File: config.mk
export PLATFORM = sky130hd
export DESIGN_NAME = byte_alu
export DESIGN_NICKNAME = d
export VERILOG_FILES = /design/src/rtl/alu_pkg.sv /design/src/rtl/alu_addsub.sv /design/src/rtl/alu_logic_shift.sv /design/src/rtl/byte_alu.sv
export SDC_FILE = /design/constraint.sdc
export NUM_CORES = 1
export LEC_CHECK = 0
export CAP_MARGIN = 15
export CORE_ASPECT_RATIO = 1.2
export CORE_MARGIN = 1.5
export CORE_UTILIZATION = 45
export CTS_CLUSTER_DIAMETER = 100
export CTS_CLUSTER_SIZE = 30
export DETAILED_ROUTE_END_ITERATION = 8
export HOLD_SLACK_MARGIN = 0.02
export PLACE_DENSITY = 0.71
export SLEW_MARGIN = 15
export SYNTH_ARGS = -nofsm -noshare
export SYNTH_HDL_FRONTEND = slang
export SYNTH_HIERARCHICAL = 1
export SYNTH_SLANG_ARGS = --single-unit
File: constraint.sdc
create_clock -name clk -period 4 [get_ports clk]
set_input_delay 0.6 -clock clk [delete_from_list [all_inputs] [get_ports clk]]
set_output_delay 0.6 -clock clk [all_outputs]
set_load 0.005 [all_outputs]
File: src/rtl/alu_pkg.sv
package alu_pkg;

    localparam int DATA_W  = 8;
    localparam int FLAG_W  = 6;
    localparam int KIMM_W  = 6;

    localparam int FC = 0;
    localparam int FZ = 1;
    localparam int FN = 2;
    localparam int FV = 3;
    localparam int FS = 4;
    localparam int FH = 5;

    localparam logic [FLAG_W-1:0] M_ALL   = 6'b111111;
    localparam logic [FLAG_W-1:0] M_CZNVS = 6'b011111;
    localparam logic [FLAG_W-1:0] M_ZNVS  = 6'b011110;

    typedef enum logic [4:0] {
        OP_ADD  = 5'd0,  OP_ADC  = 5'd1,  OP_SUB  = 5'd2,  OP_SBC  = 5'd3,
        OP_CMP  = 5'd4,  OP_CMPC = 5'd5,  OP_AND  = 5'd6,  OP_OR   = 5'd7,
        OP_XOR  = 5'd8,  OP_INV  = 5'd9,  OP_NEG  = 5'd10, OP_INC  = 5'd11,
        OP_DEC  = 5'd12, OP_SHL  = 5'd13, OP_SHR  = 5'd14, OP_RL   = 5'd15,
        OP_RR   = 5'd16, OP_SAR  = 5'd17, OP_NSWP = 5'd18, OP_WADD = 5'd19,
        OP_WSUB = 5'd20
    } alu_op_e;

    typedef enum logic {
        ST_IDLE    = 1'b0,
        ST_WORD_HI = 1'b1
    } alu_state_e;

    typedef struct packed {
        logic              vld;
        logic [DATA_W-1:0] res;
        logic [FLAG_W-1:0] flg;
        logic [FLAG_W-1:0] we;
        logic              res_we;
    } alu_out_t;

endpackage

File: src/rtl/alu_addsub.sv
module alu_addsub #(
    parameter int W = 8
) (
    input  logic [W-1:0] d,
    input  logic [W-1:0] s,
    input  logic         cin,
    input  logic         sub,
    input  logic         chain,
    input  logic         zin,
    output logic [W-1:0] r,
    output logic         hc,
    output logic         vf,
    output logic         cf,
    output logic         zf
);
    localparam int HB = W / 2 - 1;
    localparam int MB = W - 1;

    logic [W-1:0] cin_w;
    assign cin_w = {{(W-1){1'b0}}, cin};

    always_comb begin
        if (sub) begin
            r  = d - s - cin_w;
            hc = (~d[HB] & s[HB]) | (s[HB] & r[HB]) | (r[HB] & ~d[HB]);
            vf = (d[MB] & ~s[MB] & ~r[MB]) | (~d[MB] & s[MB] & r[MB]);
            cf = (~d[MB] & s[MB]) | (s[MB] & r[MB]) | (r[MB] & ~d[MB]);
        end else begin
            r  = d + s + cin_w;
            hc = (d[HB] & s[HB]) | (s[HB] & ~r[HB]) | (~r[HB] & d[HB]);
            vf = (d[MB] & s[MB] & ~r[MB]) | (~d[MB] & ~s[MB] & r[MB]);
            cf = (d[MB] & s[MB]) | (s[MB] & ~r[MB]) | (~r[MB] & d[MB]);
        end
        // chained subtraction may only keep or clear the incoming zero flag
        zf = (r == '0) & (~chain | zin);
    end
endmodule

File: src/rtl/alu_logic_shift.sv
module alu_logic_shift
    import alu_pkg::*;
#(
    parameter int W = 8
) (
    input  alu_op_e      op,
    input  logic [W-1:0] d,
    input  logic [W-1:0] s,
    input  logic         cin,
    output logic [W-1:0] r,
    output logic         cout
);
    localparam int MB = W - 1;
    localparam int NB = W / 2;

    always_comb begin
        r    = d;
        cout = 1'b0;
        unique case (op)
            OP_AND:  r = d & s;
            OP_OR:   r = d | s;
            OP_XOR:  r = d ^ s;
            OP_INV:  r = ~d;
            OP_SHL:  begin r = {d[MB-1:0], 1'b0}; cout = d[MB]; end
            OP_RL:   begin r = {d[MB-1:0], cin};  cout = d[MB]; end
            OP_SHR:  begin r = {1'b0, d[MB:1]};   cout = d[0];  end
            OP_RR:   begin r = {cin, d[MB:1]};    cout = d[0];  end
            OP_SAR:  begin r = {d[MB], d[MB:1]};  cout = d[0];  end
            OP_NSWP: r = {d[NB-1:0], d[W-1:NB]};
            default: r = d;
        endcase
    end
endmodule

File: src/rtl/byte_alu.sv
module byte_alu
    import alu_pkg::*;
(
    input  logic        clk,
    input  logic        rst_n,
    input  logic        in_valid,
    input  logic [4:0]  op,
    input  logic [7:0]  rd_val,
    input  logic [7:0]  rr_val,
    input  logic [7:0]  imm_val,
    input  logic        imm_sel,
    input  logic        carry_in,
    input  logic        zero_in,
    output logic        busy,
    output logic        out_valid,
    output logic [7:0]  result,
    output logic [5:0]  flags,
    output logic [5:0]  flag_we,
    output logic        result_we
);
    localparam int HB = DATA_W / 2 - 1;
    localparam int MB = DATA_W - 1;

    alu_state_e state_q, state_d;
    alu_op_e    op_e;
    logic [DATA_W-1:0] opnd;
    logic              is_word;

    // pair context held across the high-byte phase
    logic [DATA_W-1:0] hi_q;
    logic              cy_q, lo_zero_q, sub_q;

    // shared adder inputs and outputs
    logic [DATA_W-1:0] a_d, a_s, a_r;
    logic              a_cin, a_sub, a_chain;
    logic              a_h, a_v, a_c, a_z;

    logic [DATA_W-1:0] l_r;
    logic              l_c;

    alu_out_t nxt, out_q;
    logic [DATA_W-1:0] rv;
    logic hv, vv, cv, zv;

    assign op_e    = alu_op_e'(op);
    assign opnd    = imm_sel ? imm_val : rr_val;
    assign is_word = (op_e == OP_WADD) || (op_e == OP_WSUB);

    // operand steering for the shared adder
    always_comb begin
        a_d     = rd_val;
        a_s     = opnd;
        a_cin   = 1'b0;
        a_sub   = 1'b0;
        a_chain = 1'b0;
        if (state_q == ST_WORD_HI) begin
            a_d   = hi_q;
            a_s   = '0;
            a_cin = cy_q;
            a_sub = sub_q;
        end else begin
            unique case (op_e)
                OP_ADC:          a_cin = carry_in;
                OP_SUB, OP_CMP:  a_sub = 1'b1;
                OP_SBC, OP_CMPC: begin a_sub = 1'b1; a_cin = carry_in; a_chain = 1'b1; end
                OP_NEG:          begin a_d = '0; a_s = rd_val; a_sub = 1'b1; end
                OP_INC:          a_s = {{(DATA_W-1){1'b0}}, 1'b1};
                OP_DEC:          begin a_s = {{(DATA_W-1){1'b0}}, 1'b1}; a_sub = 1'b1; end
                OP_WADD:         a_s = {{(DATA_W-KIMM_W){1'b0}}, imm_val[KIMM_W-1:0]};
                OP_WSUB:         begin a_s = {{(DATA_W-KIMM_W){1'b0}}, imm_val[KIMM_W-1:0]}; a_sub = 1'b1; end
                default:         a_sub = 1'b0;
            endcase
        end
    end

    alu_addsub #(.W(DATA_W)) u_addsub (
        .d(a_d), .s(a_s), .cin(a_cin), .sub(a_sub), .chain(a_chain), .zin(zero_in),
        .r(a_r), .hc(a_h), .vf(a_v), .cf(a_c), .zf(a_z)
    );

    alu_logic_shift #(.W(DATA_W)) u_lsh (
        .op(op_e), .d(rd_val), .s(opnd), .cin(carry_in), .r(l_r), .cout(l_c)
    );

    // state register
    always_ff @(posedge clk or negedge rst_n) begin
        if (!rst_n) state_q <= ST_IDLE;
        else        state_q <= state_d;
    end

    // transitions: ST_IDLE -> ST_WORD_HI on a pair request, ST_WORD_HI -> ST_IDLE always
    always_comb begin
        state_d = state_q;
        unique case (state_q)
            ST_IDLE:    state_d = (in_valid && is_word) ? ST_WORD_HI : ST_IDLE;
            ST_WORD_HI: state_d = ST_IDLE;
            default:    state_d = ST_IDLE;
        endcase
    end

    always_ff @(posedge clk or negedge rst_n) begin
        if (!rst_n) begin
            hi_q      <= '0;
            cy_q      <= 1'b0;
            lo_zero_q <= 1'b0;
            sub_q     <= 1'b0;
        end else if (state_q == ST_IDLE && in_valid && is_word) begin
            hi_q      <= rr_val;
            cy_q      <= a_c;
            lo_zero_q <= (a_r == '0);
            sub_q     <= (op_e == OP_WSUB);
        end
    end

    // next output item
    always_comb begin
        nxt = '0;
        rv  = '0;
        hv  = 1'b0;
        vv  = 1'b0;
        cv  = 1'b0;
        zv  = 1'b0;
        if (state_q == ST_WORD_HI) begin
            nxt.vld    = 1'b1;
            nxt.res_we = 1'b1;
            rv = a_r; vv = a_v; cv = a_c; zv = a_z & lo_zero_q;
            nxt.we = M_CZNVS;
        end else if (in_valid) begin
            nxt.vld = 1'b1;
            unique case (op_e)
                OP_ADD, OP_ADC, OP_SUB, OP_SBC, OP_NEG: begin
                    rv = a_r; hv = a_h; vv = a_v; cv = a_c; zv = a_z;
                    nxt.we = M_ALL; nxt.res_we = 1'b1;
                end
                OP_CMP, OP_CMPC: begin
                    rv = a_r; hv = a_h; vv = a_v; cv = a_c; zv = a_z;
                    nxt.we = M_ALL;
                end
                OP_INC, OP_DEC: begin
                    rv = a_r; vv = a_v; zv = a_z;
                    nxt.we = M_ZNVS; nxt.res_we = 1'b1;
                end
                OP_AND, OP_OR, OP_XOR: begin
                    rv = l_r; zv = (l_r == '0);
                    nxt.we = M_ZNVS; nxt.res_we = 1'b1;
                end
                OP_INV: begin
                    rv = l_r; cv = 1'b1; zv = (l_r == '0);
                    nxt.we = M_CZNVS; nxt.res_we = 1'b1;
                end
                OP_SHL, OP_RL: begin
                    rv = l_r; cv = l_c; hv = rd_val[HB]; vv = l_r[MB] ^ l_c; zv = (l_r == '0);
                    nxt.we = M_ALL; nxt.res_we = 1'b1;
                end
                OP_SHR, OP_RR, OP_SAR: begin
                    rv = l_r; cv = l_c; vv = l_r[MB] ^ l_c; zv = (l_r == '0);
                    nxt.we = M_CZNVS; nxt.res_we = 1'b1;
                end
                OP_NSWP: begin
                    rv = l_r; zv = (l_r == '0); nxt.res_we = 1'b1;
                end
                OP_WADD, OP_WSUB: begin
                    rv = a_r; nxt.res_we = 1'b1;
                end
                default: nxt.res_we = 1'b0;
            endcase
        end
        nxt.res     = rv;
        nxt.flg[FC] = cv;
        nxt.flg[FZ] = zv;
        nxt.flg[FN] = rv[MB];
        nxt.flg[FV] = vv;
        nxt.flg[FS] = rv[MB] ^ vv;
        nxt.flg[FH] = hv;
    end

    // output register
    always_ff @(posedge clk or negedge rst_n) begin
        if (!rst_n) out_q <= '0;
        else        out_q <= nxt;
    end

    assign busy      = (state_q == ST_WORD_HI);
    assign out_valid = out_q.vld;
    assign result    = out_q.res;
    assign flags     = out_q.flg;
    assign flag_we   = out_q.we;
    assign result_we = out_q.res_we;

endmodule

Yosys cells after proc, flatten, opt, wreduce, memory -nomap -nowiden
Index checks and enable logic that the tools add are counted. W data, S select, Z words.

Flip-flop bits (word level): 34. Input port bits: 35. Output and inout port bits: 23.

Add/subtract/negate cells: 4. Eq/ne operators: 20. Muxes and demuxes: 40. Bitwise logic cells: 45. Reductions and logical operators: 23.

Operator list (count): $pmux W8 S10 (1); $mux W8 (7); $eq A5 B4 Y1 const B (8); $eq A5 B5 Y1 const B (5); $pmux W8 S3 (1); $mux W1 (21); $and A1 B1 Y1 (20); $eq A5 B3 Y1 const B (4); $reduce_or A19 Y1 (1); $pmux W6 S3 (1); $reduce_or A9 Y1 (2); $logic_not A8 Y1 (2); $pmux W8 S2 (1); $mux W7 (2); $reduce_or A7 Y1 (2); $or A1 B1 Y1 (11); $reduce_or A11 Y1 (1); $eq A5 B2 Y1 const B (2); $pmux W1 S2 (5); $reduce_or A10 Y1 (1); $reduce_or A5 Y1 (2); $add A8 B1 Y8 (1); $add A8 B8 Y8 (1); $and A8 B8 Y8 (1); other kinds (15) (29).

Longest topological paths before layout
Depth in word-level cells: 14. Mapped depth: 21.

Cells and area by module
The synthesis kept the hierarchy.

By module, submodules not included: byte_alu (instances 1, cells each 248, area each 2052.0 um2, seq. area each 750.7 um2); alu_logic_shift (instances 1, cells each 148, area each 1136.1 um2, seq. area each 0.0 um2); alu_addsub (instances 1, cells each 130, area each 1011.0 um2, seq. area each 0.0 um2).

Worst setup path before layout
OpenSTA, ideal clock, no wires.

Path type: input to register. Start point: in op[4]. End point: reg out_q, in the netlist flags[4]. Library setup time: 79 ps. Arrival time: 4369 ps. Setup slack: -448 ps. Stages: 19. Cell sequence: buf_2 nand2b_1 or3_1 clkbuf_1 nand2_1 o21ai_0 ha_1 a21oi_1 o311ai_0 a21oi_1 o21bai_1 a21oi_1 fa_1 and2b_1 a31oi_1 nand2_1 o31ai_1 a31o_4 xor2_1.

RTL lines: start: declaration (RTL line byte_alu.sv:7) `input logic [4:0] op,`; end signal: assignment (RTL line byte_alu.sv:180) `else out_q <= nxt;`; end: declaration (RTL line byte_alu.sv:41) `alu_out_t nxt, out_q;`.

==> metrics.md <==
| Metric | Value |
|---|---|
| Status | `finished with violations` |
| Failing checks | `setup timing` |
| Syn-to-layout area delta | `42.5%` |
| Antenna cells | `0` |
| Slowest cell on crit path | `fa_1` |
| Synth Flop Type | `dfrtp_1` |
| Total number of vias | `4533` |
| Core Region | `9030 um2` |
| Mapped Nets | `605` |
| Post-placement cell area | `5590 um2` |
| FF+latch count, synth | `30` |
| Worst Skew | `0.0210 ns` |
| Setup Viol. Count Final | `3` |
| Worst hold-check path type | `flop to flop` |
| CTS tree | `built` |
| Vias in the first global route | `4380` |
| Clk sinks | `30` |
| Share of the synthesized area in the top cell type | `17.9%` |
| CTS buffer count | `5` |
| PwrDens | `283 nW/um2` |
| Leak | `2.81 nW` |
| RSZ-0062 raised after global routing | `true` |
| DR iter-0 viols | `268` |
| Slack of the critical path | `-0.139 ns` |
| First-pass GRT wire length | `21.4 mm` |
| Worst path max stage delay | `0.53 ns` |
| Post-route DRC | `0` |
| Clk slew on worst S/H paths | `0.07 ns` |
| Synth Cell Area | `4200 um2` |
| Min cycle time layout | `4.14 ns` |
| H-tree Lvls | `2` |
| Buf/Inv on CP | `5` |
| Worst vdd ir | `0.143 mV` |
| Gp weighted congestion | `0.933` |
| Nets | `756` |
| Max Freq | `242 MHz` |
| Register area share after synthesis | `17.9%` |
| Worst slew pin tran | `0.575 ns` |
| Critical path data required time | `4.20 ns` |
| Boundary Pins | `58` |
| Mean Syn Cell Area | `7.98 um2` |
| Crit path cell chain | `buf_6, or3b_4, buf_4, a21boi_4, a222oi_1, nor2_1, inv_1, fa_2, inv_2, a21oi_4, o311ai_2, a21oi_2, o21bai_1, a21oi_1, fa_1, and2b_1, a31oi_4, buf_6, a2111oi_4, o2111a_1, nand2_1, o21ai_1` |
| HPWL Detailed | `10.5 mm` |
| Iteration count of the initial detailed-routing pass | `5` |
| Yosys warns | `6` |
| Placed insts | `777` |
| Cell Rows | `38` |
| Pin count of the biggest net entering global routing | `31` |
| DIE AREA | `9920 um2` |
| Count of final max-slew check failures | `0` |
| Top post-synthesis cells by area | `dfrtp_1 (18%), ha_1 (11%), nand2_1 (7.2%), inv_1 (4.4%), mux2i_1 (3.8%)` |
| Total gr overflow | `0` |
| Flip-flop and latch area | `751 um2` |
| Critical Path Sink Type | `flop` |
| Layout cells sized above 1 | `30.7%` |
| Fill cells | `781` |
| Library cells used by synthesis | `82` |
| Startpoint types | `input port` |
| MaxCap Viol Count | `0` |
| Clock Tree Buf Depth | `2` |
| CP arrival | `4.34 ns` |
| Port Buf Inserts | `57` |
| Share of flip-flops with an asynchronous set or reset | `100%` |
| Total routed wirelength | `13.6 mm` |
| Delay-heaviest family, CP | `compound AO/OA/AOI/OAI gates` |
| Clock Latency Late Sink | `0.30 ns` |
| DIE HEIGHT | `109 um` |
| Post-DRT Antenna Nets | `0` |
| Fin Hold WS | `0.485 ns` |
| Fin cells | `797` |
| Total track usage | `27.5%` |
| Initial antenna violation count | `0` |
| Starting Density | `46.5%` |
| Cell mode on critical path | `buf_6` |
| Drt wl/cell | `17.1 um` |
| Crit Path Category | `input port to flop` |
| Die W | `91.2 um` |
| Multi-input gate area | `3270 um2` |
| Cts hold-fix bufs | `0` |
| Root buf cell | `clkbuf_8` |
| Synth Instances | `526` |
| Slew headroom | `61.3%` |
| Final hold vios | `0` |
| Fin crit share | `103%` |
| Via-to-Cell Ratio | `5.69` |
| Design area | `5980 um2` |
| Yosys top cell by area | `dfrtp_1` |
| Number of synthesized flops with an enable pin | `0` |
| CP Max Fanout | `3` |
-- layout make-up --
| cell class | instances | area share, % |
|---|---|---|
| Multi-Input combinational cell | 410 | 54.6 |
| Timing Repair Buffer | 180 | 25.4 |
| Sequential cell | 30 | 12.5 |
| Inverter | 50 | 3.14 |
| Tap cell | 120 | 2.51 |
| Clock buffer | 6 | 1.38 |
| Clock inverter | 1 | 0.502 |
-- timing repair --
item | in CTS | in global routing
resized for setup | 40 | 25
buffers inserted | 11 | 2
endpoints found under the setup margin | 12 | 8
pin swaps | 22 | 29
-- Yosys cell counts, types with 5 or more instances --
| library cell | n |
|---|---|
| o21ai_0 | 32 |
| clkbuf_1 | 10 |
| nand2b_1 | 13 |
| nor2_1 | 27 |
| dfrtp_1 | 30 |
| mux2i_1 | 16 |
| mux2_2 | 12 |
| a22o_1 | 18 |
| fa_1 | 6 |
| xor2_1 | 6 |
| o22ai_1 | 6 |
| ha_1 | 38 |
| a22oi_1 | 7 |
| a222oi_1 | 7 |
| nor4_1 | 7 |
| buf_2 | 10 |
| nand2_1 | 81 |
| a21oi_1 | 23 |
| buf_4 | 10 |
| nor2b_1 | 9 |
| inv_1 | 49 |
| nand3_1 | 5 |
-- flip-flops by register name, indices dropped and copies added, names as in the netlist --
name / cells
cy_q: 1
flag_we: 3
busy: 1
result_we: 1
sub_q: 1
out_valid: 1
hi_q: 8
result: 7
flags: 6
lo_zero_q: 1
-- cell usage in the layout (no fill, tap or decap), types with 4 or more instances in the layout --
cell / count
buf_4: 118
nand2_1: 79
clkdlybuf4s50_1: 49
inv_1: 45
ha_1: 35
dfrtp_1: 30
nor2_1: 27
o21ai_0: 26
a22o_1: 18
a21oi_1: 18
mux2i_1: 14
nand2b_1: 11
mux2_2: 10
nor2b_1: 8
a22oi_1: 7
a222oi_1: 7
o21ai_1: 6
xor2_1: 6
clkbuf_8: 6
buf_6: 6
o22ai_1: 5
nor4_1: 5
a21oi_2: 5
nand3_1: 5
a21o_1: 4
and2b_1: 4
inv_2: 4
-- per-stage QoR --
stage	power, mW	util, %	setup WS (ns)	TNS [ns]
6_report	1.70	66.2	-0.139	-0.363
5_1_grt	1.80	66.2	-0.264	-0.915
4_1_cts	1.63	64.6	-0.244	-0.579
3_5_place_dp	1.26	61.9	-0.936	-7.73
3_3_place_gp	1.24	61.9	-0.819	-6.91
2_1_floorplan	0.870	-	-0.194	-0.487
-- per-layer routing --
layer	global-route usage, %	up-vias	wire (um)
li1	-	2170	-
met1	33.7	2179	5560
met2	48.0	150	6880
met3	3.07	34	627
met4	13.2	0	527
met5	0	-	0
-- report_power, final --
part | switching (mW) | internal [mW] | total (mW)
clock | 0.124 | 0.199 | 0.323
combinational | 0.488 | 0.517 | 1.00
sequential | 0.0201 | 0.348 | 0.368
total | 0.633 | 1.06 | 1.70
-- kinds of logic (layout without fill, tap and decap cells) --
family / Yosys count / count (layout) / share of synthesized area (%)
simple gates: 176 / 176 / 21.2
compound gates: 151 / 151 / 27.4
buf+inv: 86 / 237 / 9.68
fa+ha+maj: 44 / 44 / 14.2
flops: 30 / 30 / 17.9
mux: 28 / 28 / 7.03
xor+xnor: 11 / 11 / 2.65
-- final timing paths --
| kind | from | slack (ns) | endpoint | cells past startpoint |
|---|---|---|---|---|
| max in group asynchronous | rst_n | 2.98 | flags[4]$_DFF_PN0_ | 2 |
| worst max register to register | busy$_DFF_PN0_ | 0.35 | flags[1]$_DFF_PN0_ | 16 |
| min in group asynchronous | rst_n | 0.70 | lo_zero_q$_DFFE_PN0P_ | 2 |
| worst min-delay path | hi_q[4]$_DFFE_PN0P_ | 0.48 | hi_q[4]$_DFFE_PN0P_ | 2 |
| worst min register to register | hi_q[4]$_DFFE_PN0P_ | 0.48 | hi_q[4]$_DFFE_PN0P_ | 2 |
| worst max-delay path | op[0] | -0.14 | flags[1]$_DFF_PN0_ | 22 |
-- tightest hold or removal path: cells and delay by family, from the launching register on --
kind             cells  cell delay, ns
AND/OR/NAND/NOR      2            0.11
flip-flops           1            0.35
Power figures use the tool's default switching activity.
